$ cat src/rtl/sb_pkg.sv
// Package sb_pkg: shared defaults, unit naming and tag sizing for the
// scoreboard control. Assumes unit tags are one-based with 0 meaning "none".
package sb_pkg;

    localparam int SB_NUM_FU  = 4;
    localparam int SB_NUM_REG = 16;
    localparam int SB_OP_W    = 4;

    // Default unit numbering; the index is also the write priority order.
    typedef enum logic [1:0] {
        U_INT = 2'd0,
        U_MUL = 2'd1,
        U_ADD = 2'd2,
        U_DIV = 2'd3
    } unit_id_e;

    // Bits needed to hold tags 0..n (0 = no producer).
    function automatic int tag_bits(input int n);
        return $clog2(n + 1);
    endfunction

endpackage

$ cat src/rtl/sb_result_table.sv
// Module sb_result_table: register-result table. One entry per register
// holds the tag of the unit that will write it, or 0. Assumes set and clear
// never name the same register in one cycle (issue is refused on WAW).
module sb_result_table #(
    parameter int NUM_REG = 16,
    parameter int TAG_W   = 3,
    localparam int REG_W  = $clog2(NUM_REG)
) (
    input  logic             clk,
    input  logic             rst_n,
    input  logic             set_en,
    input  logic [REG_W-1:0] set_reg,
    input  logic [TAG_W-1:0] set_tag,
    input  logic             clr_en,
    input  logic [REG_W-1:0] clr_reg,
    output logic [TAG_W-1:0] ent_o [NUM_REG]
);

    logic [TAG_W-1:0] ent [NUM_REG];

    // Update entries: clear on write, record producer on issue.
    always_ff @(posedge clk) begin
        if (!rst_n) begin
            for (int r = 0; r < NUM_REG; r++) ent[r] <= '0;
        end else begin
            if (clr_en) ent[clr_reg] <= '0;
            if (set_en) ent[set_reg] <= set_tag;
        end
    end

    // Expose the table for lookups.
    always_comb begin
        for (int r = 0; r < NUM_REG; r++) ent_o[r] = ent[r];
    end

endmodule

$ cat src/rtl/sb_unit_entry.sv
// Module sb_unit_entry: status entry of one functional unit. Holds busy,
// operation, destination, sources, producer tags, ready flags and the latched
// done flag. Assumes exec_done is only pulsed after the operand read.
module sb_unit_entry #(
    parameter int REG_W  = 4,
    parameter int TAG_W  = 3,
    parameter int OP_W   = 4
) (
    input  logic             clk,
    input  logic             rst_n,
    input  logic             issue_en,
    input  logic [OP_W-1:0]  op_in,
    input  logic [REG_W-1:0] dst_in,
    input  logic [REG_W-1:0] s1_in,
    input  logic [REG_W-1:0] s2_in,
    input  logic [TAG_W-1:0] q1_in,
    input  logic [TAG_W-1:0] q2_in,
    input  logic             read_en,
    input  logic             exec_done,
    input  logic             write_en,
    input  logic             bcast_en,
    input  logic [TAG_W-1:0] bcast_tag,
    output logic             busy,
    output logic [OP_W-1:0]  op_q,
    output logic [REG_W-1:0] fi,
    output logic [REG_W-1:0] fj,
    output logic [REG_W-1:0] fk,
    output logic             rj,
    output logic             rk,
    output logic             done_q
);

    logic [TAG_W-1:0] qj, qk;

    // Busy and done flags: set on issue / completion, cleared on write.
    always_ff @(posedge clk) begin
        if (!rst_n) begin
            busy   <= 1'b0;
            done_q <= 1'b0;
        end else if (issue_en) begin
            busy   <= 1'b1;
            done_q <= 1'b0;
        end else if (write_en) begin
            busy   <= 1'b0;
            done_q <= 1'b0;
        end else if (exec_done && busy) begin
            done_q <= 1'b1;
        end
    end

    // Static fields captured at issue.
    always_ff @(posedge clk) begin
        if (!rst_n) begin
            op_q <= '0;
            fi   <= '0;
            fj   <= '0;
            fk   <= '0;
        end else if (issue_en) begin
            op_q <= op_in;
            fi   <= dst_in;
            fj   <= s1_in;
            fk   <= s2_in;
        end
    end

    // First source: producer tag and ready flag.
    always_ff @(posedge clk) begin
        if (!rst_n) begin
            qj <= '0;
            rj <= 1'b0;
        end else if (issue_en) begin
            qj <= q1_in;
            rj <= (q1_in == '0);
        end else if (read_en) begin
            rj <= 1'b0;
        end else if (bcast_en && busy && qj != '0 && qj == bcast_tag) begin
            qj <= '0;
            rj <= 1'b1;
        end
    end

    // Second source: producer tag and ready flag.
    always_ff @(posedge clk) begin
        if (!rst_n) begin
            qk <= '0;
            rk <= 1'b0;
        end else if (issue_en) begin
            qk <= q2_in;
            rk <= (q2_in == '0);
        end else if (read_en) begin
            rk <= 1'b0;
        end else if (bcast_en && busy && qk != '0 && qk == bcast_tag) begin
            qk <= '0;
            rk <= 1'b1;
        end
    end

endmodule

$ cat src/rtl/sb_low_pick.sv
// Module sb_low_pick: fixed-priority picker, lowest requesting index wins.
// Produces a one-hot grant, its index and an any-grant flag.
module sb_low_pick #(
    parameter int N      = 4,
    localparam int IDX_W = (N > 1) ? $clog2(N) : 1
) (
    input  logic [N-1:0]     req,
    output logic [N-1:0]     gnt,
    output logic [IDX_W-1:0] idx,
    output logic             any
);

    // Scan from the top so the lowest request is the last to assign.
    always_comb begin
        gnt = '0;
        idx = '0;
        any = 1'b0;
        for (int i = N - 1; i >= 0; i--) begin
            if (req[i]) begin
                gnt    = '0;
                gnt[i] = 1'b1;
                idx    = IDX_W'(i);
                any    = 1'b1;
            end
        end
    end

endmodule

$ cat src/rtl/sb_ctrl.sv
// Module sb_ctrl: scoreboard issue, operand-read and write-result control.
// Issue waits on structural and WAW hazards, reads wait on RAW, writes wait
// on WAR. Assumes NUM_REG is a power of two and at most one issue request
// per cycle; unit i owns tag i+1.
module sb_ctrl #(
    parameter int NUM_FU  = sb_pkg::SB_NUM_FU,
    parameter int NUM_REG = sb_pkg::SB_NUM_REG,
    parameter int OP_W    = sb_pkg::SB_OP_W,
    localparam int REG_W  = $clog2(NUM_REG),
    localparam int UNIT_W = (NUM_FU > 1) ? $clog2(NUM_FU) : 1,
    localparam int TAG_W  = sb_pkg::tag_bits(NUM_FU)
) (
    input  logic                    clk,
    input  logic                    rst_n,
    input  logic                    iss_valid,
    input  logic [UNIT_W-1:0]       iss_unit,
    input  logic [OP_W-1:0]         iss_op,
    input  logic [REG_W-1:0]        iss_dst,
    input  logic [REG_W-1:0]        iss_src1,
    input  logic [REG_W-1:0]        iss_src2,
    output logic                    iss_grant,
    input  logic [NUM_FU-1:0]       exec_done,
    output logic [NUM_FU-1:0]       rd_grant,
    output logic [NUM_FU-1:0]       wr_grant,
    output logic [REG_W-1:0]        wr_dst,
    output logic [NUM_FU*OP_W-1:0]  unit_op,
    output logic [NUM_FU*REG_W-1:0] unit_src1,
    output logic [NUM_FU*REG_W-1:0] unit_src2
);

    logic [NUM_FU-1:0] busy, rj, rk, done_q, war_ok;
    logic [OP_W-1:0]   opq [NUM_FU];
    logic [REG_W-1:0]  fi  [NUM_FU];
    logic [REG_W-1:0]  fj  [NUM_FU];
    logic [REG_W-1:0]  fk  [NUM_FU];
    logic [TAG_W-1:0]  tbl [NUM_REG];

    logic [UNIT_W-1:0] wr_idx;
    logic              wr_any;
    logic [TAG_W-1:0]  wr_tag, iss_tag, q1_raw, q2_raw, q1_fwd, q2_fwd;

    // Issue decision: unit idle and destination not pending.
    always_comb begin
        iss_grant = iss_valid && !busy[iss_unit] && (tbl[iss_dst] == '0);
        iss_tag   = TAG_W'(iss_unit) + TAG_W'(1);
    end

    // Producer lookup with same-cycle write forwarding.
    always_comb begin
        wr_tag = TAG_W'(wr_idx) + TAG_W'(1);
        q1_raw = tbl[iss_src1];
        q2_raw = tbl[iss_src2];
        q1_fwd = (wr_any && q1_raw == wr_tag) ? '0 : q1_raw;
        q2_fwd = (wr_any && q2_raw == wr_tag) ? '0 : q2_raw;
    end

    sb_result_table #(
        .NUM_REG (NUM_REG),
        .TAG_W   (TAG_W)
    ) u_table (
        .clk     (clk),
        .rst_n   (rst_n),
        .set_en  (iss_grant),
        .set_reg (iss_dst),
        .set_tag (iss_tag),
        .clr_en  (wr_any),
        .clr_reg (wr_dst),
        .ent_o   (tbl)
    );

    genvar u, f;
    generate
        for (u = 0; u < NUM_FU; u++) begin : g_unit
            logic [NUM_FU-1:0] clash;

            sb_unit_entry #(
                .REG_W (REG_W),
                .TAG_W (TAG_W),
                .OP_W  (OP_W)
            ) u_entry (
                .clk       (clk),
                .rst_n     (rst_n),
                .issue_en  (iss_grant && (iss_unit == UNIT_W'(u))),
                .op_in     (iss_op),
                .dst_in    (iss_dst),
                .s1_in     (iss_src1),
                .s2_in     (iss_src2),
                .q1_in     (q1_fwd),
                .q2_in     (q2_fwd),
                .read_en   (rd_grant[u]),
                .exec_done (exec_done[u]),
                .write_en  (wr_grant[u]),
                .bcast_en  (wr_any),
                .bcast_tag (wr_tag),
                .busy      (busy[u]),
                .op_q      (opq[u]),
                .fi        (fi[u]),
                .fj        (fj[u]),
                .fk        (fk[u]),
                .rj        (rj[u]),
                .rk        (rk[u]),
                .done_q    (done_q[u])
            );

            // WAR check against every other unit's unread sources.
            for (f = 0; f < NUM_FU; f++) begin : g_peer
                if (f == u) begin : g_self
                    assign clash[f] = 1'b0;
                end else begin : g_other
                    assign clash[f] = (fj[f] == fi[u] && rj[f]) ||
                                      (fk[f] == fi[u] && rk[f]);
                end
            end

            assign war_ok[u]   = ~|clash;
            assign rd_grant[u] = busy[u] && rj[u] && rk[u];
            assign unit_op  [u*OP_W  +: OP_W]  = opq[u];
            assign unit_src1[u*REG_W +: REG_W] = fj[u];
            assign unit_src2[u*REG_W +: REG_W] = fk[u];
        end
    endgenerate

    sb_low_pick #(
        .N (NUM_FU)
    ) u_pick (
        .req (done_q & busy & war_ok),
        .gnt (wr_grant),
        .idx (wr_idx),
        .any (wr_any)
    );

    // Destination of the granted writer.
    assign wr_dst = fi[wr_idx];

endmodule

$ cat config.mk
export PLATFORM = sky130hd
export DESIGN_NAME = sb_ctrl
export DESIGN_NICKNAME = d
export VERILOG_FILES = /design/src/rtl/sb_pkg.sv /design/src/rtl/sb_result_table.sv /design/src/rtl/sb_unit_entry.sv /design/src/rtl/sb_low_pick.sv /design/src/rtl/sb_ctrl.sv
export SDC_FILE = /design/constraint.sdc
export NUM_CORES = 1
export LEC_CHECK = 0
export BUFFER_PORTS_ARGS = -buffer_cell sky130_fd_sc_hd__buf_2
export CORE_ASPECT_RATIO = 0.9
export CORE_MARGIN = 1
export CORE_UTILIZATION = 45
export CTS_BUF_LIST = sky130_fd_sc_hd__clkbuf_2
export DETAILED_ROUTE_END_ITERATION = 6
export HOLD_SLACK_MARGIN = 0.05
export SLEW_MARGIN = 0
export SYNTH_ARGS = -nofsm -noshare
export SYNTH_HDL_FRONTEND = slang
export SYNTH_SLANG_ARGS = --single-unit
$ cat constraint.sdc
create_clock -name clk -period 9.75 [get_ports clk]
set_input_delay 0.975 -clock clk [delete_from_list [all_inputs] [get_ports clk]]
set_output_delay 0.975 -clock clk [all_outputs]
set_load 0.02 [all_outputs]
# ---- Word-level counts from Yosys, hierarchy flattened
# Memories as Yosys holds them, arrays and structs flattened.
# Index checks and enable logic that the tools add are counted.
dict set report classes {
  n_addsub 2
  order_cmp 5
  eq_ne 41
  n_mux 97
  n_bitwise 7
  reduce_logical 131
}
# operator n
set ops {}
lappend ops {{$mux 3} 34}
lappend ops {{$eq 4x4->1} 24}
lappend ops {{$logic_and 1x1->1} 64}
lappend ops {{$reduce_bool 3->1} 16}
lappend ops {{$mux 1} 46}
lappend ops {{$bmux 3 s4} 3}
lappend ops {{$mux 4} 8}
lappend ops {{$eq 3x3->1} 10}
lappend ops {{$reduce_or 3->1} 10}
lappend ops {{$reduce_bool 2->1} 12}
lappend ops {{$reduce_and 2->1} 8}
lappend ops {{$ge 5x5->1 const B} 3}
lappend ops {{$not 4->5} 3}
lappend ops {{$logic_or 1x1->1} 12}
lappend ops {{$logic_not 3->1} 3}
lappend ops {{$and 4x4->4} 2}
lappend ops {{$bmux 4 s2} 1}
lappend ops {{$mux 2} 4}
lappend ops {{$ne 2x1->1 const B} 4}
lappend ops {{$add 2x1->3 const B} 2}
lappend ops {{$logic_not 1->1} 5}
lappend ops {{$eq 2x2->1 const B} 2}
lappend ops {{$ge 3x3->1 const B} 1}
lappend ops {{$lt 2x3->1 const B} 1}
lappend ops {{other kinds (5)} 5}
dict set report word_totals {
  reg_bits 104
  mem_bits_rw 48
  inputBits 25
  output_inout_bits 61
  wordCells 324
  memories 1
}
# name depth word_bits read_ports rd_ports_with_merged_regs wr line
set mem_list {}
lappend mem_list {u_table.ent 16 3 16 0 16 sb_result_table.sv:19} ;# logic [TAG_W-1:0] ent [NUM_REG];

# ---- Longest topological paths before layout
dict set report depth {
  depth_word 16
  ltp_mapped 21
  depth_no_buf 15
}

# ---- Modules after synthesis
# From an unflattened synthesis, not the netlist that was laid out.
dict set report unflattened {
  cells_unflattened 991
  hier_area_um2 9542.9
}
# mod n_inst cells_per_inst area_per_inst_um2
set by_module_without_submodules {}
lappend by_module_without_submodules {sb_unit_entry 4 119 1126.1}
lappend by_module_without_submodules {sb_ctrl 1 339 2831.5}
lappend by_module_without_submodules {sb_result_table 1 165 2145.8}
lappend by_module_without_submodules {sb_low_pick 1 11 61.3}

# ---- Least setup slack after synthesis
# No wires, ideal clock.
dict set report synth_timing {
  path_kind {register -> register}
  startpoint {register g_unit[0].u_entry.fk[0]}
  endpoint {register g_unit[0].u_entry.rk}
  setup_ns 0.074
  arrival_ns 3.801
  required_ns 9.676
  path_slack_ns 5.874
  stages_incl_launch_ff 16
  period_less_slack_ns 3.876
  cell_sequence {dfxtp_1 xnor2_1 nand3_1 o211ai_1 or4_1 buf_2 buf_2 a21oi_2 ha_1 clkbuf_1 clkbuf_1 a21oi_1 o31ai_1 nand3_1 or3_1 a31oi_1}
}
dict set report synth_between {
  elab_chain_len 16
}
# element line
set synth_rtl {}
lappend synth_rtl {{start, declared} sb_unit_entry.sv:27} ;# output logic [REG_W-1:0] fk,
lappend synth_rtl {{start signal, assigned} sb_unit_entry.sv:62} ;# fk <= s2_in;
lappend synth_rtl {{$eq 4x4->1} sb_ctrl.sv:111} ;# (fk[f] == fi[u] && rk[f]);
lappend synth_rtl {{$logic_and 1x1->1} sb_ctrl.sv:111}
lappend synth_rtl {{$logic_or 1x1->1} sb_ctrl.sv:110} ;# assign clash[f] = (fj[f] == fi[u] && rj[f]) ||
lappend synth_rtl {{$reduce_or 3->1} sb_ctrl.sv:115} ;# assign war_ok[u] = ~|clash;
lappend synth_rtl {{$logic_not 1->1} sb_ctrl.sv:115}
lappend synth_rtl {{$and 4x4->4 (*)} sb_ctrl.sv:126} ;# .req (done_q & busy & war_ok),
lappend synth_rtl {{$mux 2 (4 in a row)} sb_low_pick.sv:19} ;# if (req[i]) begin
lappend synth_rtl {{$add 2x1->3} sb_ctrl.sv:50} ;# wr_tag = TAG_W'(wr_idx) + TAG_W'(1);
lappend synth_rtl {{$eq 3x3->1} sb_ctrl.sv:54} ;# q2_fwd = (wr_any && q2_raw == wr_tag) ? '0 : q2_raw;
lappend synth_rtl {{$logic_and 1x1->1} sb_ctrl.sv:54}
lappend synth_rtl {{$mux 3} sb_ctrl.sv:54}
lappend synth_rtl {{$logic_not 3->1} sb_unit_entry.sv:89} ;# rk <= (q2_in == '0);
lappend synth_rtl {{$mux 1} sb_unit_entry.sv:87} ;# end else if (issue_en) begin
lappend synth_rtl {{end signal, assigned} sb_unit_entry.sv:89}
lappend synth_rtl {{end, declared} sb_unit_entry.sv:29} ;# output logic rk,
# Every way passes the cells marked *; elsewhere a longest branch is shown, timed or not.
# A chain may end at the register's enable or synchronous reset.

# ---- Final worst setup path
dict set report layout_timing {
  startpoint {register g_unit[0].u_entry.fi[1]}
  endpoint {register g_unit[2].u_entry.rk}
}
dict set report layout_between {
  elab_chain_len 13
}
# element line
set layout_rtl {}
lappend layout_rtl {{start, declared} sb_unit_entry.sv:25} ;# output logic [REG_W-1:0] fi,
lappend layout_rtl {{start signal, assigned} sb_unit_entry.sv:60} ;# fi <= dst_in;
lappend layout_rtl {{$eq 4x4->1, on equally long branches} {sb_ctrl.sv:110, sb_ctrl.sv:111}}
lappend layout_rtl {{$logic_and 1x1->1, on equally long branches} {sb_ctrl.sv:110, sb_ctrl.sv:111}}
lappend layout_rtl {{$logic_or 1x1->1} sb_ctrl.sv:110}
lappend layout_rtl {{$reduce_or 3->1 (*)} sb_ctrl.sv:115}
lappend layout_rtl {{$logic_not 1->1 (*)} sb_ctrl.sv:115}
lappend layout_rtl {{$and 4x4->4 (*)} sb_ctrl.sv:126}
lappend layout_rtl {{$mux 2} sb_low_pick.sv:19}
lappend layout_rtl {{$add 2x1->3} sb_ctrl.sv:50}
lappend layout_rtl {{$eq 3x3->1} sb_ctrl.sv:54}
lappend layout_rtl {{$logic_and 1x1->1} sb_ctrl.sv:54}
lappend layout_rtl {{$mux 3} sb_ctrl.sv:54}
lappend layout_rtl {{$logic_not 3->1} sb_unit_entry.sv:89}
lappend layout_rtl {{$mux 1} sb_unit_entry.sv:87}
lappend layout_rtl {{end signal, assigned} sb_unit_entry.sv:89}
lappend layout_rtl {{end, declared} sb_unit_entry.sv:29}
# Marks and branches as above.

==> flow_summary.json <==
{
  "synth_cell_types": 65,
  "powerDensity_nw_per_um2": 125.9,
  "syn_avg_cell_area_sq_um": 8.687,
  "dp_slack_ps": 4445,
  "clockPowerShare_pct": 30.1,
  "grt_pass1_wl_microns": 48110,
  "rows": 49,
  "ys_ff_latch": 152,
  "final-setup-viol-count": 0,
  "endpoint_kind": "flip-flop",
  "irDropWorstVdd_uv": 71.24,
  "p_comb_share_pct": 14.5,
  "dp_cells": 1336,
  "netSwitchingFraction_pct": 31.79,
  "p_leak_nw": 3.756,
  "async_flop_share_pct": 0,
  "synth_edf_count": 48,
  "hpwlAfterDp_microns": 21820,
  "setup_tns_ps": 0,
  "coreArea_sq_um": 20230,
  "gp_congestion": 0.9349,
  "relSlewSlack_pct": 27.80,
  "p_total_mw": 1.263,
  "instances_no_fill": 1370,
  "cts_hold_buf": 0,
  "crit_path_start_kind": "flip-flop",
  "grt_remaining_overflow": 0,
  "areaGrowthSynthToFinish_pct": 6.327,
  "cts_tree": "yes",
  "fin_skew_ps": 74.51,
  "die_h_microns": 139.4,
  "maxCapViolations": 0,
  "p_int_uw": 861.7,
  "synthCells": 1086,
  "seqPwrFrac_pct": 55.4,
  "insertion_delay_ps": 780,
  "placement.io_buffers": 85,
  "synth_ff_type": "dfxtp_1",
  "die_w_microns": 154.6,
  "fin_area_sq_um": 10030,
  "dieArea_sq_um": 21550,
  "drt-initial-drc-count": 902,
  "post_cts_resized": 0,
  "htreeDepth": 4,
  "worstPathRequired_ps": 10450,
  "max-clock-path-buffers": 2,
  "path_max_fanout": 28,
  "nNetsFinal": 1130,
  "grt_max_degree": 92,
  "dr.pass1.iters": 6,
  "grt_use_total_pct": 29.56,
  "timing.final.crit_share_pct": 56.46,
  "status": "completed",
  "crit_arrival_ps": 6200,
  "routedWlPerCell_microns": 22.77,
  "hold_viol": 0,
  "critical_path_class": "flip-flop to flip-flop",
  "ys_warn_count": 0,
  "fmax_mhz": 181.6,
  "setup_ws_ps": 4245,
  "synth_nets": 1116,
  "cts_buffers": 17,
  "hold_path.class": "input port to flip-flop",
  "synth_top_area_cell": "dfxtp_1",
  "postCtsSetupBuffers": 0,
  "wl_microns": 31200,
  "route.detailed.drc": 0,
  "clock-root-buffer": "clkbuf_2",
  "rsz0062_at_grt": "no",
  "post_dp_cell_area_sq_um": 9786,
  "synthTopCellsByArea": "dfxtp_1 (22%), edfxtp_1 (15%), nand2_1 (7.2%)",
  "tightest_slew_ps": 1083,
  "start_util_pct": 46.63,
  "clkTransAtPathRegs_ps": 260,
  "ant_nets": 0,
  "maxSlewViolCount": 0,
  "synth_area_sq_um": 9434,
  "first_global_vias": 7887,
  "timing.final.crit_period_ps": 5505,
  "drive_gt1_share_pct": 15.99,
  "yosysMostFrequentCell": "nand2_1",
  "vias_per_cell": 6.235,
  "yosys.area.top_type_share_pct": 22.07,
  "yosysSeqAreaShare_pct": 37.35,
  "synth_common_cells": "nand2_1 (180), a21oi_1 (105), dfxtp_1 (104)",
  "post-route-util_pct": 49.58,
  "power.switching_uw": 401.6,
  "antenna_found_initial": 1,
  "whs_ps": 424.7,
  "num_vias": 8542,
  "num_io_pins": 86,
  "cts.sinks": 152
}
[layout by cell type (no fill, tap or decap), drive strengths merged, types with 13 or more instances in the layout]
cell / netlist / layout
nand2: 180 / 180
a21oi: 106 / 106
dfxtp: 104 / 104
buf: 52 / 96
xor2: 48 / 48
edfxtp: 48 / 48
xnor2: 44 / 44
inv: 35 / 41
nand3: 40 / 40
o211ai: 32 / 32
nor2: 31 / 31
mux4: 29 / 29
and3: 29 / 29
nor3: 28 / 28
nor4: 25 / 25
o21ai: 24 / 24
clkbuf: 49 / 19
nand2b: 16 / 16
mux2i: 16 / 16
o22ai: 14 / 14
and2: 13 / 13
nand4: 13 / 13
[power groups by stage]
stage               Combinational, mW  Clock (mW)  Sequential (mW)
finish                          0.183       0.380            0.700
global route                    0.196       0.406            0.703
CTS                             0.180       0.382            0.699
detailed placement              0.180           0            0.712
global placement                0.178           0            0.712
floorplan                       0.127           0            0.702
[kinds of logic (layout without fill, tap and decap cells)]
| logic type | after synthesis | in the layout | share of synthesized area [%] |
|---|---|---|---|
| AO/OA/AOI/OAI | 240 | 240 | 16.22 |
| XOR/XNOR | 92 | 92 | 8.541 |
| adder cells (fa/ha/maj) | 5 | 5 | 0.6631 |
| buffers and inverters | 136 | 163 | 6.499 |
| flip-flops | 152 | 152 | 37.35 |
| multiplexers | 50 | 50 | 9.217 |
| other | 0 | 2 | 0 |
| AND/OR/NAND/NOR | 411 | 411 | 21.51 |
[final cells by class]
class	count	area (sq um)
Multi-Input combinational cell	798	5304
Antenna cell	2	5.005
Sequential cell	152	3523
Clock inverter	13	145.1
Clock buffer	19	95.09
Tap cell	255	319.1
Timing Repair Buffer	96	508.0
Inverter	35	131.4
Fill cell	1923	10200
[metal layers]
metal / part of all wire (%) / global-route usage (%) / up-vias
met1: 45 / 42.75 / 4143
met3: 8.1 / 4.516 / 57
met2: 45 / 45.39 / 402
met5: 0 / 0 / -
met4: 2.3 / 8.911 / 0
li1: - / - / 3940
[final timing paths]
| path | start | endpoint | slack, ps | depth (start not counted) |
|---|---|---|---|---|
| worst min-delay path | iss_op[3] | g_unit[2].u_entry.op_q[3] | 420 | 3 |
| worst max-delay path | g_unit[0].u_entry.fi[1] | g_unit[2].u_entry.rk | 4240 | 15 |
| worst max register to register | g_unit[0].u_entry.fi[1] | g_unit[2].u_entry.rk | 4240 | 15 |
| worst min register to register | g_unit[2].u_entry.op_q[3] | g_unit[2].u_entry.op_q[3] | 470 | 2 |
[worst max-delay path: stages, from the launching register on]
cell	delay [ps]
dfxtp_1	670
xor2_1	130
nor3_1	210
nand3_1	120
nand3_1	150
or2_1	450
inv_1	470
a21oi_2	520
ha_1	930
xnor2_1	150
nor3_1	160
a31oi_1	80
a21o_1	190
a311oi_2	770
o21ai_0	210
a31oi_1	210
[state kept, by name, summed over array words and instances, names as in the netlist]
register and cells:
g_unit.u_entry.rk 4, g_unit.u_entry.busy 4, g_unit.u_entry.fj 16, g_unit.u_entry.done_q 4, g_unit.u_entry.op_q 16, g_unit.u_entry.qj 12, g_unit.u_entry.qk 12, g_unit.u_entry.fi 16
g_unit.u_entry.rj 4, u_table.ent 48, g_unit.u_entry.fk 16
(Power assumes the default switching activity.)
